[config.mk]
export PLATFORM = sky130hd
export DESIGN_NAME = cmp_edge_irq
export DESIGN_NICKNAME = d
export VERILOG_FILES = /design/src/rtl/cmp_edge_pkg.sv /design/src/rtl/cmp_sync.sv /design/src/rtl/cmp_edge_det.sv /design/src/rtl/cmp_flag_regs.sv /design/src/rtl/cmp_edge_irq.sv
export SDC_FILE = /design/constraint.sdc
export NUM_CORES = 1
export LEC_CHECK = 0
export BUFFER_PORTS_ARGS = -buffer_cell sky130_fd_sc_hd__buf_2
export CAP_MARGIN = 20
export CORE_AREA = 2 2 39 41
export DETAILED_ROUTE_END_ITERATION = 10
export DIE_AREA = 0 0 41 43
export PLACE_DENSITY = 0.7
export SLEW_MARGIN = 40
export SYNTH_ARGS = -nofsm -noshare
export SYNTH_HDL_FRONTEND = slang
export SYNTH_SLANG_ARGS = --single-unit
[constraint.sdc]
create_clock -name clk -period 0.8 [get_ports clk]
set_input_delay 0 -clock clk [delete_from_list [all_inputs] [get_ports clk]]
set_output_delay 0 -clock clk [all_outputs]
set_load 0.03 [all_outputs]
[src/rtl/cmp_edge_pkg.sv]
`timescale 1ns/1ps
package cmp_edge_pkg;

    localparam int REG_DW = 8;
    localparam int REG_AW = 2;

    localparam logic [REG_AW-1:0] ADDR_CTRL = 2'd0;
    localparam logic [REG_AW-1:0] ADDR_STAT = 2'd1;

    localparam int CTL_RISE_IE = 0;
    localparam int CTL_FALL_IE = 1;
    localparam int CTL_SRC_IE  = 2;

    localparam int ST_LEVEL = 0;
    localparam int ST_RISE  = 1;
    localparam int ST_FALL  = 2;
    localparam int USED_BITS = 3;

    typedef struct packed {
        logic rise;
        logic fall;
    } edge_pair_t;

    typedef struct packed {
        logic src_ie;
        logic fall_ie;
        logic rise_ie;
    } irq_ctrl_t;

    function automatic logic irq_eval(edge_pair_t flags, irq_ctrl_t ctl, logic glb);
        return glb & ctl.src_ie &
               ((flags.rise & ctl.rise_ie) | (flags.fall & ctl.fall_ie));
    endfunction

endpackage

[src/rtl/cmp_sync.sv]
`timescale 1ns/1ps
module cmp_sync #(
    parameter int STAGES = 2
) (
    input  logic clk,
    input  logic rst,
    input  logic d,
    output logic q
);
    logic chain [STAGES];

    for (genvar i = 0; i < STAGES; i++) begin : g_stage
        if (i == 0) begin : g_first
            always_ff @(posedge clk) begin
                if (rst) chain[0] <= 1'b0;
                else     chain[0] <= d;
            end
        end else begin : g_next
            always_ff @(posedge clk) begin
                if (rst) chain[i] <= 1'b0;
                else     chain[i] <= chain[i-1];
            end
        end
    end

    assign q = chain[STAGES-1];
endmodule

[src/rtl/cmp_edge_det.sv]
`timescale 1ns/1ps
module cmp_edge_det
    import cmp_edge_pkg::*;
(
    input  logic       clk,
    input  logic       rst,
    input  logic       cmp_en,
    input  logic       level,
    output edge_pair_t edges
);
    logic hist;
    logic armed;

    // History tracks the level every cycle, so on enable it already holds the
    // current value; armed blocks the enable cycle itself.
    always_ff @(posedge clk) begin
        if (rst) begin
            hist  <= 1'b0;
            armed <= 1'b0;
        end else begin
            hist  <= level;
            armed <= cmp_en;
        end
    end

    always_comb begin
        edges.rise = cmp_en & armed &  level & ~hist;
        edges.fall = cmp_en & armed & ~level &  hist;
    end

    p_edge_exclusive_r3: assert property (@(posedge clk) disable iff (rst)
        $onehot0({edges.rise, edges.fall}));
    p_rise_single_r3: assert property (@(posedge clk) disable iff (rst)
        edges.rise |=> !edges.rise);
    p_no_edge_off_r7: assert property (@(posedge clk) disable iff (rst)
        !cmp_en |-> !(edges.rise || edges.fall));
endmodule

[src/rtl/cmp_flag_regs.sv]
`timescale 1ns/1ps
module cmp_flag_regs
    import cmp_edge_pkg::*;
(
    input  logic              clk,
    input  logic              rst,
    input  edge_pair_t        edges,
    input  logic              level,
    input  logic              glb_irq_en,
    input  logic              reg_wr,
    input  logic [REG_AW-1:0] reg_addr,
    input  logic [REG_DW-1:0] reg_wdata,
    output logic [REG_DW-1:0] reg_rdata,
    output logic              irq_req
);
    irq_ctrl_t  ctl;
    edge_pair_t flags;
    edge_pair_t clr;
    logic       unused_wbits;

    assign unused_wbits = ^reg_wdata[REG_DW-1:USED_BITS];

    always_comb begin
        clr.rise = reg_wr && reg_addr == ADDR_STAT && reg_wdata[ST_RISE];
        clr.fall = reg_wr && reg_addr == ADDR_STAT && reg_wdata[ST_FALL];
    end

    always_ff @(posedge clk) begin
        if (rst) begin
            ctl <= '0;
        end else if (reg_wr && reg_addr == ADDR_CTRL) begin
            ctl.rise_ie <= reg_wdata[CTL_RISE_IE];
            ctl.fall_ie <= reg_wdata[CTL_FALL_IE];
            ctl.src_ie  <= reg_wdata[CTL_SRC_IE];
        end
    end

    // Hardware set wins over software clear.
    always_ff @(posedge clk) begin
        if (rst) begin
            flags <= '0;
        end else begin
            flags.rise <= (flags.rise & ~clr.rise) | edges.rise;
            flags.fall <= (flags.fall & ~clr.fall) | edges.fall;
        end
    end

    always_comb begin
        reg_rdata = '0;
        case (reg_addr)
            ADDR_CTRL: begin
                reg_rdata[CTL_RISE_IE] = ctl.rise_ie;
                reg_rdata[CTL_FALL_IE] = ctl.fall_ie;
                reg_rdata[CTL_SRC_IE]  = ctl.src_ie;
            end
            ADDR_STAT: begin
                reg_rdata[ST_LEVEL] = level;
                reg_rdata[ST_RISE]  = flags.rise;
                reg_rdata[ST_FALL]  = flags.fall;
            end
            default: reg_rdata = '0;
        endcase
    end

    assign irq_req = irq_eval(flags, ctl, glb_irq_en);

    p_set_wins_r6: assert property (@(posedge clk) disable iff (rst)
        edges.rise |=> flags.rise);
    p_sticky_rise_r5: assert property (@(posedge clk) disable iff (rst)
        (flags.rise && !clr.rise) |=> flags.rise);
    p_sticky_fall_r5: assert property (@(posedge clk) disable iff (rst)
        (flags.fall && !clr.fall) |=> flags.fall);
    p_irq_global_r8: assert property (@(posedge clk) disable iff (rst)
        irq_req |-> (glb_irq_en && (flags.rise || flags.fall)));
endmodule

[src/rtl/cmp_edge_irq.sv]
`timescale 1ns/1ps
module cmp_edge_irq
    import cmp_edge_pkg::*;
#(
    parameter int SYNC_STAGES = 2
) (
    input  logic              clk,
    input  logic              rst,
    input  logic              cmp_en,
    input  logic              cmp_decision,
    input  logic              glb_irq_en,
    input  logic              reg_wr,
    input  logic [REG_AW-1:0] reg_addr,
    input  logic [REG_DW-1:0] reg_wdata,
    output logic [REG_DW-1:0] reg_rdata,
    output logic              raw_out,
    output logic              latched_out,
    output logic              irq_req
);
    logic       sync_q;
    edge_pair_t edges;

    assign raw_out = cmp_en & cmp_decision;

    // The synchronizer keeps sampling while disabled, so history is valid on enable.
    cmp_sync #(.STAGES(SYNC_STAGES)) i_sync (
        .clk (clk),
        .rst (rst),
        .d   (cmp_decision),
        .q   (sync_q)
    );

    assign latched_out = cmp_en & sync_q;

    cmp_edge_det i_edge (
        .clk    (clk),
        .rst    (rst),
        .cmp_en (cmp_en),
        .level  (sync_q),
        .edges  (edges)
    );

    cmp_flag_regs i_regs (
        .clk        (clk),
        .rst        (rst),
        .edges      (edges),
        .level      (latched_out),
        .glb_irq_en (glb_irq_en),
        .reg_wr     (reg_wr),
        .reg_addr   (reg_addr),
        .reg_wdata  (reg_wdata),
        .reg_rdata  (reg_rdata),
        .irq_req    (irq_req)
    );

    p_level_off_r2: assert property (@(posedge clk) disable iff (rst)
        !cmp_en |-> (!latched_out && !raw_out));
    p_rise_needs_level_r3: assert property (@(posedge clk) disable iff (rst)
        edges.rise |-> latched_out);
endmodule

# Yosys cells after proc, flatten, opt, wreduce, memory -nomap -nowiden
# Memory sizes are Yosys's and may differ from the RTL's.
# Cells that the tools add are included.
[word_totals]
word_cells = 42
in_bits = 16
output_inout_bits = 11
n_memories = 1
mem_bits_rw = 2
mem_bits_ro = 0
latch_bits = 0
ff_bits = 7
[mem_list]
columns = ["memory", "words", "width", "read_ports", "rd_ports_with_merged_regs", "wr", "line", "text"]
rows = [
  ["i_sync.chain", 2, 1, 2, 0, 2, "cmp_sync.sv:10", "logic chain [STAGES];"],
]
[classes]
shift = 0
n_div = 0
order_cmp = 0
addsub = 0
n_mux = 6
reduce_logical = 5
n_mul = 0
n_eq_ne = 1
bitwise = 22
[ops]
columns = ["cell", "n"]
rows = [
  ["$and 1x1->1", 13],
  ["$pmux 3 s2", 1],
  ["$mux 1", 5],
  ["$or 1x1->1", 5],
  ["$logic_and 1x1->1", 4],
  ["$not 1->1", 4],
  ["$eq 2x1->1 const B", 1],
  ["$logic_not 2->1", 1],
]

# Logic depth before layout (Yosys ltp)
[depth]
depth_word = 6
depth_mapped = 3
mapped_depth_nobuf = 2

# Modules after synthesis
# Synthesis repeated with hierarchy kept, for this count alone.
[unflattened]
hier_cells = 50
hier_area_um2 = 467.9
[by_module_without_submodules]
columns = ["mod", "seq_area_each_um2", "area_each_um2", "n_inst", "cells_each"]
rows = [
  ["cmp_flag_regs", 100.1, 330.3, 1, 38],
  ["cmp_edge_det", 40.0, 72.6, 1, 6],
  ["cmp_sync", 40.0, 52.6, 1, 4],
  ["cmp_edge_irq", 0.0, 12.5, 1, 2],
]

# Worst setup path after synthesis
# Ideal clock, no wire load.
[synth_timing]
kind = "register to output"
startpoint = "memory i_sync.chain[1]"
endpoint = "output port reg_rdata[0]"
stages_incl_launch_ff = 3
n_path_buf = 0
arrival_time_ns = 0.905
slack_ns = -0.105
required_time_ns = 0.800
cell_sequence = "dfxtp_1 nand3_1 a21oi_1"
[synth_lines]
columns = ["item", "line", "text"]
rows = [
  ["from (decl)", "cmp_sync.sv:10", ""],
  ["to (decl)", "cmp_edge_irq.sv:15", "output logic [REG_DW-1:0] reg_rdata,"],
]

# Worst setup path in the final report
[layout_timing]
startpoint = "register i_regs.ctl[0] in the netlist's numbering"
endpoint = "output port reg_rdata[0]"
[layout_via]
elab_chain_cells = 1
[layout_lines]
columns = ["item", "line", "text"]
rows = [
  ["from (decl)", "cmp_flag_regs.sv:16", "irq_ctrl_t ctl;"],
  ["$pmux 3 s2", "cmp_flag_regs.sv:50", "case (reg_addr)"],
]
# Every way passes these cells.

==> flow_metrics.py <==
metrics = {
    "hold_path": {
        "hold_path.class": "in -> reg",
    },
    "clock_network": {
        "clock_latency_ns": 0.26,
        "clock_path_buffers": 2,
        "cts_tree": "yes",
        "cts_sinks": 9,
        "root_buffer": "clkbuf_4",
        "numCtsBuffers": 3,
        "cts.htree.levels": 1,
        "path_clk_slew_ns": 0.06,
    },
    "final_layout": {
        "nets": 91,
        "diodes": 0,
        "final_cells": 90,
        "drive_gt1_frac": 0.4865,
        "stdcell_area_um2": 696.9,
        "area.growth.synth_to_final_pct": 45.81,
        "nFillCells": 139,
    },
    "synth": {
        "synthCells": 52,
        "synth_compound_area_frac": 0.06283,
        "ys_types": 19,
        "synth_fa_ha_area_frac": 0,
        "syn_area_per_cell_um2": 9.192,
        "synth_area_um2": 478.0,
        "synth_simple_gate_area_frac": 0.3351,
        "synth_top_family_by_area": "simple AND/OR/NAND/NOR gates",
        "muxShareOfSynthArea": 0.1047,
        "synth_warnings": 0,
        "synth.yosys.seq_area_share": 0.3770,
        "synth-seq-cells": 9,
        "synth_xor_xnor_area_share": 0,
    },
    "grt": {
        "grt_pass1_vias": 403,
        "grt_max_degree": 14,
        "antenna_found_initial": 0,
        "grt_pass1_wl_um": 1545,
        "gr-total-overflow": 0,
        "grt_util_all_layers": 0.1288,
    },
    "power_and_ir_drop": {
        "p_per_area_nw_per_um2": 1437,
        "leakagePower_nw": 0.2898,
        "finalPower_mw": 1.002,
        "vdd_drop_max_v": 0.0009947,
    },
    "floorplanning": {
        "dieArea_um2": 1763,
        "start_util": 0.3454,
        "fp.dieH_um": 43,
        "ios": 27,
        "num_rows": 14,
        "die-width_um": 41,
        "coreArea_um2": 1384,
    },
    "setup_path": {
        "critPathRequiredTime_ns": 0.80,
        "cp.arrival_ns": 1.01,
        "crit_fanout": 3,
        "startpoint_type": "flip-flop",
        "critPathKind": "reg -> out",
        "endpoint_kind": "output pin",
    },
    "detailed_routing": {
        "routed_wl_um": 984,
        "remaining_drc_errors": 0,
        "drt-wirelength-per-cell_um": 10.93,
        "vias_per_cell": 4.744,
        "vias": 427,
        "dr.pass1.iters": 5,
        "drt-initial-drc-count": 7,
        "ant_nets": 0,
    },
    "sta": {
        "clock_skew_ns": 0.003715,
        "hold_ws_ns": -0.001811,
        "worst_slack_ns": -0.2083,
        "report.final.slew_viol_count": 0,
        "setup_tns_ns": -0.8359,
        "rsz0062_at_grt": "true",
        "hold_viol": 1,
        "finalSetupViolations": 5,
        "min_period_ns": 1.008,
        "finalCritPeriodShare": 1.260,
        "fmax_mhz": 991.8,
    },
    "placed_design": {
        "place.gp.congestion": 0.6893,
        "placed_cell_area_um2": 553.0,
        "numPortBuffers": 16,
        "dp_cells": 81,
    },
    "outcome": {
        "status": "finished with violations",
        "violations": "negative hold slack, negative setup slack",
    },
    "run": {
        "max-cap-violations": 0,
    },
}
[state kept, by name, indices dropped and copies added, names as in the netlist]
| name | flops |
|---|---|
| i_edge.armed | 1 |
| i_edge.hist | 1 |
| i_regs.ctl | 3 |
| i_regs.flags | 2 |
| i_sync.chain | 2 |
[area by class of cell]
type / instances / area, um2 / share of cell area
Timing Repair Buffer: 21 / 152.6 / 0.2190
Tap cell: 16 / 20.02 / 0.02873
Clock buffer: 4 / 26.28 / 0.03770
Inverter: 2 / 7.507 / 0.01077
Sequential cell: 9 / 190.2 / 0.2729
Multi-Input combinational cell: 38 / 300.3 / 0.4309
[cells in the mapped netlist]
master	count	area, um2
inv_1	2	7.510
nand3b_1	1	7.510
a22oi_1	1	7.510
a21oi_1	1	5.000
nor2b_1	4	25.02
nor2_1	3	11.26
nor3b_4	1	18.77
and4b_1	2	20.02
nand2b_1	9	56.30
clkbuf_1	1	3.750
dfxtp_1	9	180.2
nand2_1	1	3.750
buf_2	1	5.000
and2_1	2	12.51
conb_1	1	3.750
o32ai_1	2	17.52
buf_4	5	37.54
nand3_1	1	5.000
mux2i_1	5	50.05
[metal layers]
layer / share of wire / wire length (um) / up-vias / global-route usage
li1: - / - / 207 / -
met1: 0.40 / 392 / 204 / 0.1392
met2: 0.53 / 525 / 16 / 0.2250
met3: 0.067 / 66 / 0 / 0.02094
met4: 0 / 0 / 0 / 0.06000
met5: 0 / 0 / - / 0
[final timing paths]
path / start / to / slack (ns) / cells past startpoint
worst max-delay path: i_regs.ctl[0] / reg_rdata[0] / -0.21 / 3
worst min-delay path: reg_wdata[2] / i_regs.ctl[2] / -0.002 / 3
worst max register to register: i_sync.chain[1] / i_regs.flags[0] / 0.02 / 3
worst min register to register: i_sync.chain[0] / i_sync.chain[1] / 0.45 / 1
[power breakdown]
part           total (mW)  switching [mW]  internal [mW]  leakage (nW)
Combinational       0.175          0.0977         0.0770         0.198
Clock               0.354           0.161          0.192        0.0150
Sequential          0.473          0.0108          0.462        0.0766
Total                1.00           0.270          0.732         0.290
[placed cells by master (no fill, tap or decap)]
| cell | n |
|---|---|
| a21oi_2 | 1 |
| a22oi_2 | 1 |
| and2_1 | 1 |
| and2_4 | 1 |
| and4b_1 | 2 |
| buf_2 | 11 |
| buf_4 | 3 |
| buf_6 | 4 |
| clkbuf_1 | 1 |
| clkbuf_4 | 3 |
| conb_1 | 5 |
| dfxtp_1 | 3 |
| dfxtp_2 | 5 |
| dfxtp_4 | 1 |
| dlygate4sd3_1 | 3 |
| inv_1 | 2 |
| mux2i_1 | 5 |
| nand2_1 | 1 |
| nand2b_1 | 8 |
| nand2b_4 | 1 |
| nand3_2 | 1 |
| nand3b_1 | 1 |
| nor2_1 | 2 |
| nor2_2 | 1 |
| nor2b_1 | 4 |
| nor3b_4 | 1 |
| o32ai_2 | 2 |
[what timing repair did]
action,in CTS,in global routing
gates resized for setup,15,7
gates cloned,0,0
endpoints found under the hold margin,3,0
setup buffers,1,1
hold buffers,3,0
pin swaps,3,3
endpoints found under the setup margin,5,7
[cells by family after synthesis]
| logic type | after synthesis |
|---|---|
| mux | 5 |
| simple gates | 24 |
| flops | 9 |
| buf+inv | 9 |
| compound gates | 4 |
| other cells | 1 |
[critical path, cell delays in order (launching register included)]
cell	delay [ns]
dfxtp_2	0.35
nand2b_1	0.08
a21oi_2	0.16
buf_6	0.15
[metrics by stage]
stage / setup slack, ns / util
2_1_floorplan: 0.002496 / -
3_3_place_gp: 0.01781 / 0.3996
3_5_place_dp: 0.02254 / 0.3996
4_1_cts: -0.1767 / 0.4747
5_1_grt: -0.2585 / 0.5036
6_report: -0.2083 / 0.5036
(Power assumes the default switching activity.)
